### config.mk
export PLATFORM = sky130hd
export DESIGN_NAME = tc_frame_capture
export DESIGN_NICKNAME = d
export VERILOG_FILES = /design/src/rtl/tc_pkg.sv /design/src/rtl/tc_rise_detect.sv /design/src/rtl/tc_shift_reg.sv /design/src/rtl/tc_field_extract.sv /design/src/rtl/tc_frame_capture.sv
export SDC_FILE = /design/constraint.sdc
export NUM_CORES = 1
export LEC_CHECK = 0
export BUFFER_PORTS_ARGS = -buffer_cell sky130_fd_sc_hd__buf_2
export CAP_MARGIN = 20
export CORE_MARGIN = 3
export CORE_UTILIZATION = 40
export CTS_BUF_LIST = sky130_fd_sc_hd__clkbuf_8
export DETAILED_ROUTE_END_ITERATION = 16
export SLEW_MARGIN = 20
export SYNTH_ARGS = -nofsm -noshare
export SYNTH_HDL_FRONTEND = slang
export SYNTH_SLANG_ARGS = --single-unit
### constraint.sdc
create_clock -name clk -period 4.6 [get_ports clk]
set_input_delay 0.69 -clock clk [delete_from_list [all_inputs] [get_ports clk]]
set_output_delay 0.69 -clock clk [all_outputs]
set_load 0.03 [all_outputs]
### src/rtl/tc_pkg.sv
// Shared constants and types for the time-code frame capture block.
// Assumes the 60-bit frame with minute and hour groups at fixed positions.
package tc_pkg;
    localparam int FRAME_BITS   = 60;
    localparam int MIN_ONES_POS = 21;
    localparam int MIN_TENS_POS = 25;
    localparam int MIN_PAR_POS  = 28;
    localparam int HR_ONES_POS  = 29;
    localparam int HR_TENS_POS  = 33;
    localparam int HR_PAR_POS   = 35;
    localparam int MIN_TENS_W   = MIN_PAR_POS - MIN_TENS_POS;
    localparam int HR_TENS_W    = HR_PAR_POS - HR_TENS_POS;
    localparam int WIN_W        = HR_PAR_POS - MIN_ONES_POS + 1;

    typedef logic [3:0] bcd_t;

    // True when a 4-bit value is a legal decimal digit.
    function automatic logic is_bcd(input bcd_t d);
        return d <= 4'd9;
    endfunction
endpackage

### src/rtl/tc_rise_detect.sv
// Rising-edge detector for a level strobe on the sampling clock.
// Assumes the strobe is already synchronous to clk.
module tc_rise_detect (
    input  logic clk,
    input  logic rst_n,
    input  logic level,
    output logic rise
);
    logic level_q;

    // Remember the previous strobe level.
    always_ff @(posedge clk) begin
        if (!rst_n) level_q <= 1'b0;
        else        level_q <= level;
    end

    assign rise = level & ~level_q;
endmodule

### src/rtl/tc_shift_reg.sv
// Serial-in shift register; new bits enter at the top index.
// Assumes shift_en is a single-cycle pulse per bit.
module tc_shift_reg #(
    parameter int WIDTH = 60
) (
    input  logic             clk,
    input  logic             rst_n,
    input  logic             shift_en,
    input  logic             bit_in,
    output logic [WIDTH-1:0] word
);
    // Shift one bit in from the top on each enable.
    always_ff @(posedge clk) begin
        if (!rst_n)        word <= '0;
        else if (shift_en) word <= {bit_in, word[WIDTH-1:1]};
    end

    AST_SHIFT_IDLE: assert property (@(posedge clk) disable iff (!rst_n)
        !shift_en |=> $stable(word));
    AST_SHIFT_ENTRY: assert property (@(posedge clk) disable iff (!rst_n)
        shift_en |=> word[WIDTH-1] == $past(bit_in));
endmodule

### src/rtl/tc_field_extract.sv
// Decodes minute/hour digits and group parities from a window of the held
// frame. The window starts at the minute-ones position plus the offset.
module tc_field_extract
    import tc_pkg::*;
(
    input  logic [WIN_W-1:0] win,
    input  logic             have_frame,
    output bcd_t             min_ones,
    output bcd_t             min_tens,
    output bcd_t             hr_ones,
    output bcd_t             hr_tens,
    output logic             min_par_err,
    output logic             hr_par_err,
    output logic             frame_ok
);
    localparam int MO = 0;
    localparam int MT = MIN_TENS_POS - MIN_ONES_POS;
    localparam int MP = MIN_PAR_POS  - MIN_ONES_POS;
    localparam int HO = HR_ONES_POS  - MIN_ONES_POS;
    localparam int HT = HR_TENS_POS  - MIN_ONES_POS;
    localparam int HP = HR_PAR_POS   - MIN_ONES_POS;

    logic min_odd, hr_odd, all_bcd;

    // Slice the digits and pad the tens digits with zeros.
    always_comb begin
        min_ones = win[MO +: 4];
        hr_ones  = win[HO +: 4];
        min_tens = bcd_t'({{(4-MIN_TENS_W){1'b0}}, win[MT +: MIN_TENS_W]});
        hr_tens  = bcd_t'({{(4-HR_TENS_W){1'b0}}, win[HT +: HR_TENS_W]});
    end

    // Even-parity check over each group including its parity bit.
    assign min_odd = ^win[MP:MO];
    assign hr_odd  = ^win[HP:HO];
    assign all_bcd = is_bcd(min_ones) & is_bcd(min_tens)
                   & is_bcd(hr_ones) & is_bcd(hr_tens);

    assign min_par_err = have_frame & min_odd;
    assign hr_par_err  = have_frame & hr_odd;
    assign frame_ok    = have_frame & ~min_odd & ~hr_odd & all_bcd;
endmodule

### src/rtl/tc_frame_capture.sv
// Time-code frame capture: shifts decoded bits in on bit-strobe edges,
// holds a frame copy on minute-strobe edges, and extracts checked digits.
// Assumes both strobes are synchronous levels on the 100 Hz clock.
module tc_frame_capture
    import tc_pkg::*;
#(
    parameter int OFFSET = 2
) (
    input  logic                  clk,
    input  logic                  rst_n,
    input  logic                  bit_in,
    input  logic                  bit_stb,
    input  logic                  min_stb,
    output logic [3:0]            min_ones,
    output logic [3:0]            min_tens,
    output logic [3:0]            hr_ones,
    output logic [3:0]            hr_tens,
    output logic                  min_par_err,
    output logic                  hr_par_err,
    output logic                  frame_ok,
    output logic [FRAME_BITS-1:0] held_frame
);
    localparam int WIN_LO = MIN_ONES_POS + OFFSET;

    logic                  bit_rise, min_cap, shift_en, have_frame;
    logic [FRAME_BITS-1:0] sr_word;

    tc_rise_detect u_bit_edge (.clk(clk), .rst_n(rst_n), .level(bit_stb), .rise(bit_rise));
    tc_rise_detect u_min_edge (.clk(clk), .rst_n(rst_n), .level(min_stb), .rise(min_cap));

    // Delay the shift one cycle after the strobe edge so the bit is settled.
    always_ff @(posedge clk) begin
        if (!rst_n) shift_en <= 1'b0;
        else        shift_en <= bit_rise;
    end

    tc_shift_reg #(.WIDTH(FRAME_BITS)) u_sr (
        .clk(clk), .rst_n(rst_n), .shift_en(shift_en), .bit_in(bit_in), .word(sr_word)
    );

    // Copy the shift register into the holding register once per minute.
    always_ff @(posedge clk) begin
        if (!rst_n) begin
            held_frame <= '0;
            have_frame <= 1'b0;
        end else if (min_cap) begin
            held_frame <= sr_word;
            have_frame <= 1'b1;
        end
    end

    tc_field_extract u_fields (
        .win(held_frame[WIN_LO +: WIN_W]), .have_frame(have_frame),
        .min_ones(min_ones), .min_tens(min_tens), .hr_ones(hr_ones), .hr_tens(hr_tens),
        .min_par_err(min_par_err), .hr_par_err(hr_par_err), .frame_ok(frame_ok)
    );

    AST_ONE_SHIFT_PER_EDGE: assert property (@(posedge clk) disable iff (!rst_n)
        shift_en |=> !shift_en);
    AST_HOLD_STABLE: assert property (@(posedge clk) disable iff (!rst_n)
        !min_cap |=> $stable(held_frame));
    AST_TENS_PADDED: assert property (@(posedge clk) disable iff (!rst_n)
        min_tens[3] == 1'b0 && hr_tens[3:2] == 2'b00);
    AST_OK_NO_PARITY_ERR: assert property (@(posedge clk) disable iff (!rst_n)
        frame_ok |-> !min_par_err && !hr_par_err);
    AST_OK_LEGAL_DIGITS: assert property (@(posedge clk) disable iff (!rst_n)
        frame_ok |-> min_ones <= 4'd9 && hr_ones <= 4'd9);
    AST_OK_AFTER_CAPTURE: assert property (@(posedge clk) disable iff (!rst_n)
        !have_frame |-> !frame_ok && !min_par_err && !hr_par_err);
endmodule

## Word-level counts from Yosys, hierarchy flattened

Index checks and enable logic that the tools add are counted.
Widths: inputs -> output; s select.

| cells by class | value |
|---|---|
| reduce and logical (&&, ||, !) cells | 2 |
| bitwise operators | 14 |
| add/sub/neg operators | 0 |
| order comparisons | 4 |
| eq/ne operators | 0 |
| div/mod/pow operators | 0 |
| $mul | 0 |
| multiplexer cells | 0 |
| shifts and indexed selects | 0 |

Operators by type and width:

| kind | number |
|---|---|
| $and 1x1->1 | 10 |
| $le 4x4->1 const B | 2 |
| $reduce_xor 8->1 | 1 |
| $reduce_xor 7->1 | 1 |
| $le 2x4->1 const B | 1 |
| $le 3x4->1 const B | 1 |
| $not 1->1 | 4 |

| storage, ports and cells | value |
|---|---|
| bits in read-only memories | 0 |
| RAM bits | 0 |
| register bits | 124 |
| bits of input ports | 5 |
| bits in latches | 0 |
| output and inout bits | 79 |
| word-level logic and storage cells | 26 |
| memories kept | 0 |

## Logic depth before layout (Yosys ltp)

Gate-level depths: netlist of the first run.

| depth | value |
|---|---|
| depth in word-level cells | 5 |
| mapped depth | 6 |

## Cells and area by module

Synthesis of the first run repeated with hierarchy kept, for this count alone.

| unflattened totals | value |
|---|---|
| cell total of the unflattened synthesis | 446 |
| area, all modules | 5,121.2 um2 |

Modules (own cells, without submodules):

| module | instances | area an instance (um2) | cells each |
|---|---|---|---|
| tc_frame_capture | 1 | 2,354.8 | 197 |
| tc_shift_reg | 1 | 2,301.0 | 193 |
| tc_field_extract | 1 | 385.4 | 50 |
| tc_rise_detect | 2 | 40.0 | 3 |

## Worst setup path before layout of the first run

No wires, ideal clock.

| path | value |
|---|---|
| path type | register to output |
| start point | reg held_frame[31] |
| end point | out frame_ok |
| slack | 1.855 ns |
| required time | 3.910 ns |
| cell stages (with the launch flop) | 7 |
| data arrival time | 2.055 ns |
| path through | dfxtp_1 -> inv_1 -> ha_1 -> xor2_1 -> xnor2_1 -> xnor2_1 -> nor3_1 |

| between the ends | value |
|---|---|
| cells in the longest elaborated chain, start to end | 4 |
| elaborated cells on any way between the ends | 7 |
| those cells by class | order compare (1); bitwise (5); reduce/logical (1) |

RTL lines:

| item | line | text |
|---|---|---|
| from (decl) | tc_frame_capture.sv:21 | `output logic [FRAME_BITS-1:0] held_frame` |
| from (signal assigned) | tc_frame_capture.sv:47 | `held_frame <= sr_word;` |
| $le 4x4->1 or $reduce_xor 7->1 (tied branches) | tc_pkg.sv:19, tc_field_extract.sv:35 |  |
| $and 1x1->1 or $not 1->1 (tied branches) | tc_field_extract.sv:37, tc_field_extract.sv:41 |  |
| $and 1x1->1 (on tied branches) | tc_field_extract.sv:37, tc_field_extract.sv:41 |  |
| $and 1x1->1 * | tc_field_extract.sv:41 | `assign frame_ok = have_frame & ~min_odd & ~hr_odd & all_bcd;` |
| to (decl) | tc_frame_capture.sv:20 | `output logic frame_ok,` |

Every way passes the cells marked *; elsewhere a longest branch is shown, timed or not.

## Worst setup path in the final report of the first run

| path | value |
|---|---|
| start point | reg held_frame[31] |
| end point | out hr_par_err |

| between the ends | value |
|---|---|
| cells in the longest elaborated chain, start to end | 2 |

RTL lines:

| item | line | text |
|---|---|---|
| $reduce_xor 7->1 | tc_field_extract.sv:35 | `assign hr_odd = ^win[HP:HO];` |
| $and 1x1->1 | tc_field_extract.sv:40 | `assign hr_par_err = have_frame & hr_odd;` |
| to (decl) | tc_frame_capture.sv:19 | `output logic hr_par_err,` |

No other way between the ends.

==> impl_metrics.tcl, run 1 <==
set metrics [dict create \
    ir_drop_mv 0.141 \
    cts_tree "built" \
    initial_utilization 0.410 \
    synth-seq-cells 124 \
    cp-start-kind "flop" \
    drt.antenna.violating_nets 0 \
    finalHoldViolCount 0 \
    antenna_found_initial 0 \
    final_nets 582 \
    synthCells 514 \
    drcViolationCount 0 \
    num_rows 40 \
    grt_usage 0.140 \
    hold_slack_ps 382 \
    grt_pass1_vias 3164 \
    nFillCells 1168 \
    maxCapViolations 0 \
    grt_overflow 0 \
    synth_edf_count 0 \
    cts_hold_buf 0 \
    synthArstFlopShare 0 \
    arrival_ps 2030 \
    power.density_mw_per_mm2 381 \
    ios 84 \
    synth_most_common_cell "dfxtp_1" \
    clock_latency_ps 420 \
    max-slew-margin-rel 0.316 \
    gp_congestion 0.689 \
    wirelength_um 8990 \
    htree_levels 4 \
    yosysUniqueCellTypes 21 \
    seq_area_frac_synth 0.502 \
    crit_required_ps 3910 \
    final_max_slew_viol_count 0 \
    post_cts_buffers 0 \
    rsz0062_at_grt "false" \
    cp_max_fo 5 \
    period_needed_ps 2720 \
    cts.path.max_buffers 2 \
    netlist_area_mm2 0.00495 \
    drt_iter0_drc 130 \
    diodes 0 \
    cts_buffers 17 \
    cts_resized 0 \
    fin_skew_ps 10.8 \
    vias_per_cell 4.51 \
    syn_area_per_cell_um2 9.63 \
    cp-end-kind "output pin" \
    core_mm2 0.0121 \
    firstDrtPassIters 4 \
    fmax_ghz 0.367 \
    grt_max_degree 87 \
    yosysTopAreaCellShare 0.502 \
    final-setup-viol-count 0 \
    status "finished, final reports clean" \
    tightest_slew_ps 1030 \
    ys.flop_type "dfxtp_1" \
    num_vias 3381 \
    synthTopCellsByArea "dfxtp_1 50%, mux2i_1 12%, nand2_1 9.3%" \
    cts.sinks 124 \
    finalCritPeriodShare 0.592 \
    synth.yosys.warnings 0 \
    total_power_mw 2.20 \
    root_buffer "clkbuf_8" \
    io_buffers 80 \
    die_w_um 117 \
    critPathKind "reg -> out" \
    die_h_um 117 \
    path_clk_slew_ps 70 \
    grt_pass1_wl_um 15000 \
    hold_class "reg -> reg" \
    area_delta_synth_final_pct 16.7 \
    dpl.hpwl_um 5670 \
    yosys-top-cells-count "124 x dfxtp_1, 122 x nand2_1, 64 x nor2b_1, 60 x mux2i_1, 49 x a21boi_0" \
    finalSetupTns_ps 0 \
    synth_top_area_cell "dfxtp_1" \
    dieArea_mm2 0.0137 \
    wl_per_cell_um 12.0 \
    p_leak_nw 2.22 \
    drive_gt1_frac 0.200 \
]
==> critical path, stage by stage (launching register included) <==
cell and delay (ps):
dfxtp_1 400, inv_1 70, ha_1 300, xor2_1 170, xnor2_1 180, xnor2_1 170, and2_1 150, buf_2 190
==> where the power goes <==
part	total [mW]	internal, mW	switching, mW
sequential	1.09	1.08	0.0147
clock	1.04	0.638	0.399
combinational	0.0745	0.0342	0.0403
==> placed cells by master (no fill, tap or decap) <==
cell type / count
buf_4: 4
buf_2: 79
conb_1: 3
buf_16: 1
a21boi_0: 49
nand3_1: 1
xnor2_1: 8
clkbuf_8: 21
and2_1: 3
nand2_1: 122
clkinv_2: 3
dfxtp_4: 1
o21a_1: 1
inv_1: 9
bufinv_16: 4
nand2b_2: 1
dfxtp_1: 123
a21boi_1: 11
xor2_1: 1
nor2b_1: 63
nor3_1: 1
o21ai_0: 2
mux2i_1: 60
ha_1: 8
and2_2: 1
nor2b_4: 1
==> metal layers <==
metal  share of wire  vias up  GRT usage
li1                -     1747          -
met1            0.49     1547      0.175
met2            0.44       76      0.213
met3           0.062       11     0.0571
met4           0.014        0     0.0573
met5               0        -          0
==> logic make-up (layout without fill, tap and decap cells) <==
family | Yosys count | in the layout | synth area share
AND/OR/NAND/NOR | 193 | 193 | 0.182
flip-flops | 124 | 124 | 0.502
AO/OA/AOI/OAI | 63 | 63 | 0.0945
multiplexers | 60 | 60 | 0.121
buffers and inverters | 56 | 121 | 0.0637
XOR/XNOR | 9 | 9 | 0.0159
adder cells (fa/ha/maj) | 8 | 8 | 0.0202
other | 1 | 3 | 0.000758
==> layout make-up <==
cell class / instances / area [um^2] / area share
Sequential cell: 124 / 2490 / 0.430
Inverter: 6 / 22.5 / 0.00390
Multi-Input combinational cell: 336 / 2170 / 0.376
Clock inverter: 10 / 146 / 0.0253
Timing Repair Buffer: 84 / 453 / 0.0784
Tap cell: 168 / 210 / 0.0364
Clock buffer: 21 / 289 / 0.0500
==> final timing paths <==
path | from | end | slack [ps] | cells past startpoint
max | held_frame[31] | hr_par_err | 1880 | 7
min | u_bit_edge.level_q | shift_en | 380 | 1
max reg2reg | shift_en | u_sr.word[33] | 3070 | 2
min reg2reg | u_bit_edge.level_q | shift_en | 380 | 1
==> registers in the layout, summed over array words and instances (netlist names) <==
signal	cells
have_frame	1
shift_en	1
u_min_edge.level_q	1
u_bit_edge.level_q	1
held_frame	60
u_sr.word	60
==> metrics by stage <==
| stage | cells | instance area [um^2] | utilization | setup WS, ps |
|---|---|---|---|---|
| 2_1_floorplan | 516 | 4960 | - | 1860 |
| 3_3_place_gp | 717 | 5310 | 0.440 | 2300 |
| 3_5_place_dp | 717 | 5310 | 0.440 | 2200 |
| 4_1_cts | 748 | 5750 | 0.476 | 1820 |
| 5_1_grt | 749 | 5780 | 0.479 | 1710 |
| 6_report | 749 | 5780 | 0.479 | 1880 |
Note: power is estimated with default switching activity, not from simulation.
==> run 2: changes to the inputs <==
--- a/config.mk
+++ b/config.mk
@@ -5,6 +5,7 @@
 export SDC_FILE = /design/constraint.sdc
 export NUM_CORES = 1
 export LEC_CHECK = 0
+export ABC_AREA = 1
 export BUFFER_PORTS_ARGS = -buffer_cell sky130_fd_sc_hd__buf_2
 export CAP_MARGIN = 20
 export CORE_MARGIN = 3
==> constraint.sdc (replaced) <==
create_clock -name clk -period 2.7 [get_ports clk]
set_input_delay 0.405 -clock clk [delete_from_list [all_inputs] [get_ports clk]]
set_output_delay 0.405 -clock clk [all_outputs]
set_load 0.03 [all_outputs]
==> impl_metrics.tcl, run 2 <==
set metrics [dict create \
    io_buffers 80 \
    final-setup-viol-count 0 \
    finalHoldViolCount 0 \
    synth-seq-cells 124 \
    tightest_slew_ps 522 \
    core_mm2 0.0111 \
    wirelength_um 9840 \
    cp-end-kind "output pin" \
    final_max_slew_viol_count 0 \
    cts_resized 0 \
    initial_utilization 0.419 \
    grt_pass1_wl_um 16800 \
    num_rows 38 \
    final_nets 673 \
    diodes 0 \
    drcViolationCount 0 \
    p_switching_mw 1.15 \
    arrival_ps 1930 \
    grt_max_degree 109 \
    yosysTopAreaCellShare 0.532 \
    total_power_mw 4.30 \
    p_seq_frac 0.472 \
    vias_per_cell 4.78 \
    num_vias 3883 \
    cts_buffers 17 \
    critPathKind "reg -> out" \
    max-slew-margin-rel 0.652 \
    finalCritPeriodShare 0.867 \
    die_h_um 114 \
    netlist_area_mm2 0.00467 \
    gp_congestion 0.767 \
    seq_area_frac_synth 0.532 \
    cp-start-kind "flop" \
    synth_edf_count 0 \
    cts.path.max_buffers 2 \
    rsz0062_at_grt "false" \
    synth.yosys.warnings 0 \
    dieArea_mm2 0.0130 \
    drt.antenna.violating_nets 0 \
    fmax_ghz 0.427 \
    grt_pass1_vias 3695 \
    synth_top_area_cell "dfxtp_1" \
    finalSetupTns_ps 0 \
    hold_class "in -> reg" \
    drive_gt1_frac 0.177 \
    antenna_found_initial 0 \
    comb_power_share 0.133 \
    use_met1 0.189 \
    cts_hold_buf 0 \
    p_leak_nw 2.72 \
    largestRegisters "held_frame (60), u_sr.word (60)" \
    fin_skew_ps 5.40 \
    maxCapViolations 0 \
    ios 84 \
    final_common_cell "nor2_1" \
    synthCells 605 \
    crit_required_ps 2300 \
    p_int_mw 3.15 \
    p_clk_frac 0.395 \
    clock_latency_ps 410 \
    htree_levels 4 \
    final_cell_mix "224 x nor2_1, 123 x dfxtp_1, 114 x o21ai_0, 80 x buf_2, 29 x nand2_1" \
    yosys-top-cells-count "224 x nor2_1, 124 x dfxtp_1, 114 x o21ai_0, 29 x nand2_1, 20 x buf_2" \
    ys.flop_type "dfxtp_1" \
    synthArstFlopShare 0 \
    grt_overflow 0 \
    grt_usage 0.160 \
    cp_max_fo 4 \
    drt_iter0_drc 183 \
    die_w_um 114 \
    cts_tree "built" \
    ir_drop_mv 0.293 \
    synth_most_common_cell "nor2_1" \
    path_clk_slew_ps 70 \
    syn_area_per_cell_um2 7.71 \
    power.density_mw_per_mm2 791 \
    post_cts_buffers 0 \
    status "finished, final reports clean" \
    yosysUniqueCellTypes 20 \
    root_buffer "clkbuf_8" \
    period_needed_ps 2340 \
    use_met2 0.268 \
    cts.sinks 124 \
    swShare 0.267 \
    area_delta_synth_final_pct 16.4 \
    dpl.hpwl_um 6010 \
    busiest_layer "met2" \
    synthTopCellsByArea "dfxtp_1 53%, nor2_1 18%, o21ai_0 12%" \
    grt_util_met3 0.0557 \
    firstDrtPassIters 4 \
    wl_per_cell_um 12.1 \
]
==> run 2: final timing paths <==
path	from	to	slack [ps]	cells after the start
worst max-delay path	held_frame[31]	hr_par_err	360	8
worst min-delay path	min_stb	u_min_edge.level_q	200	3
worst max register to register	u_min_edge.level_q	held_frame[27]	1310	5
worst min register to register	u_bit_edge.level_q	shift_en	380	1
==> run 2: kinds of logic after synthesis <==
kind of cell	synth area share
other	0.000804
buffers and inverters	0.0818
xor gates and xnor gates	0.00939
adders and majority gates	0.0215
AOI/OAI and AO/OA	0.144
DFF	0.532
and+or+nand+nor	0.210
==> run 2: area by class of cell <==
type                       count  area [um^2]
clock buffer                  19          262
clock inverter                12          155
fill                        1145         5690
inverter                      22         82.6
multi-input combinational    408         1810
sequential                   124         2480
tap                          140          175
timing repair buffer          87          465
==> run 2: power groups by stage <==
stage / clock network [mW] / logic, mW / registers (mW)
after floorplan: 0 / 0.332 / 2.18
after global placement: 0 / 0.564 / 2.06
after detailed placement: 0 / 0.576 / 2.07
after CTS: 1.75 / 0.579 / 2.03
after global routing: 1.84 / 0.640 / 2.05
final: 1.70 / 0.570 / 2.03
==> run 2: per-layer routing <==
metal | part of all wire | up-vias
li1 | - | 2012
met1 | 0.46 | 1763
met4 | 0.013 | 0
met5 | 0 | -
met3 | 0.056 | 11
met2 | 0.47 | 97
==> run 2: metrics by stage <==
stage | area, um^2 | setup WS [ps] | cells | util | hold slack (ps)
after detailed placement | 5020 | 770 | 781 | 0.451 | 377
after CTS | 5430 | 295 | 812 | 0.488 | 165
final | 5430 | 360 | 812 | 0.488 | 197
after global routing | 5430 | 166 | 812 | 0.488 | 172
after global placement | 5020 | 911 | 781 | 0.451 | 364
after floorplan | 4670 | 516 | 607 | - | 368
==> run 2: critical path, cell delays in order (launching register included) <==
cell and delay [ps]:
dfxtp_1 370, inv_1 70, ha_1 330, xor2_1 190
nand2_1 100, nand2_1 70, nand2_1 60, a21oi_1 130
buf_2 210
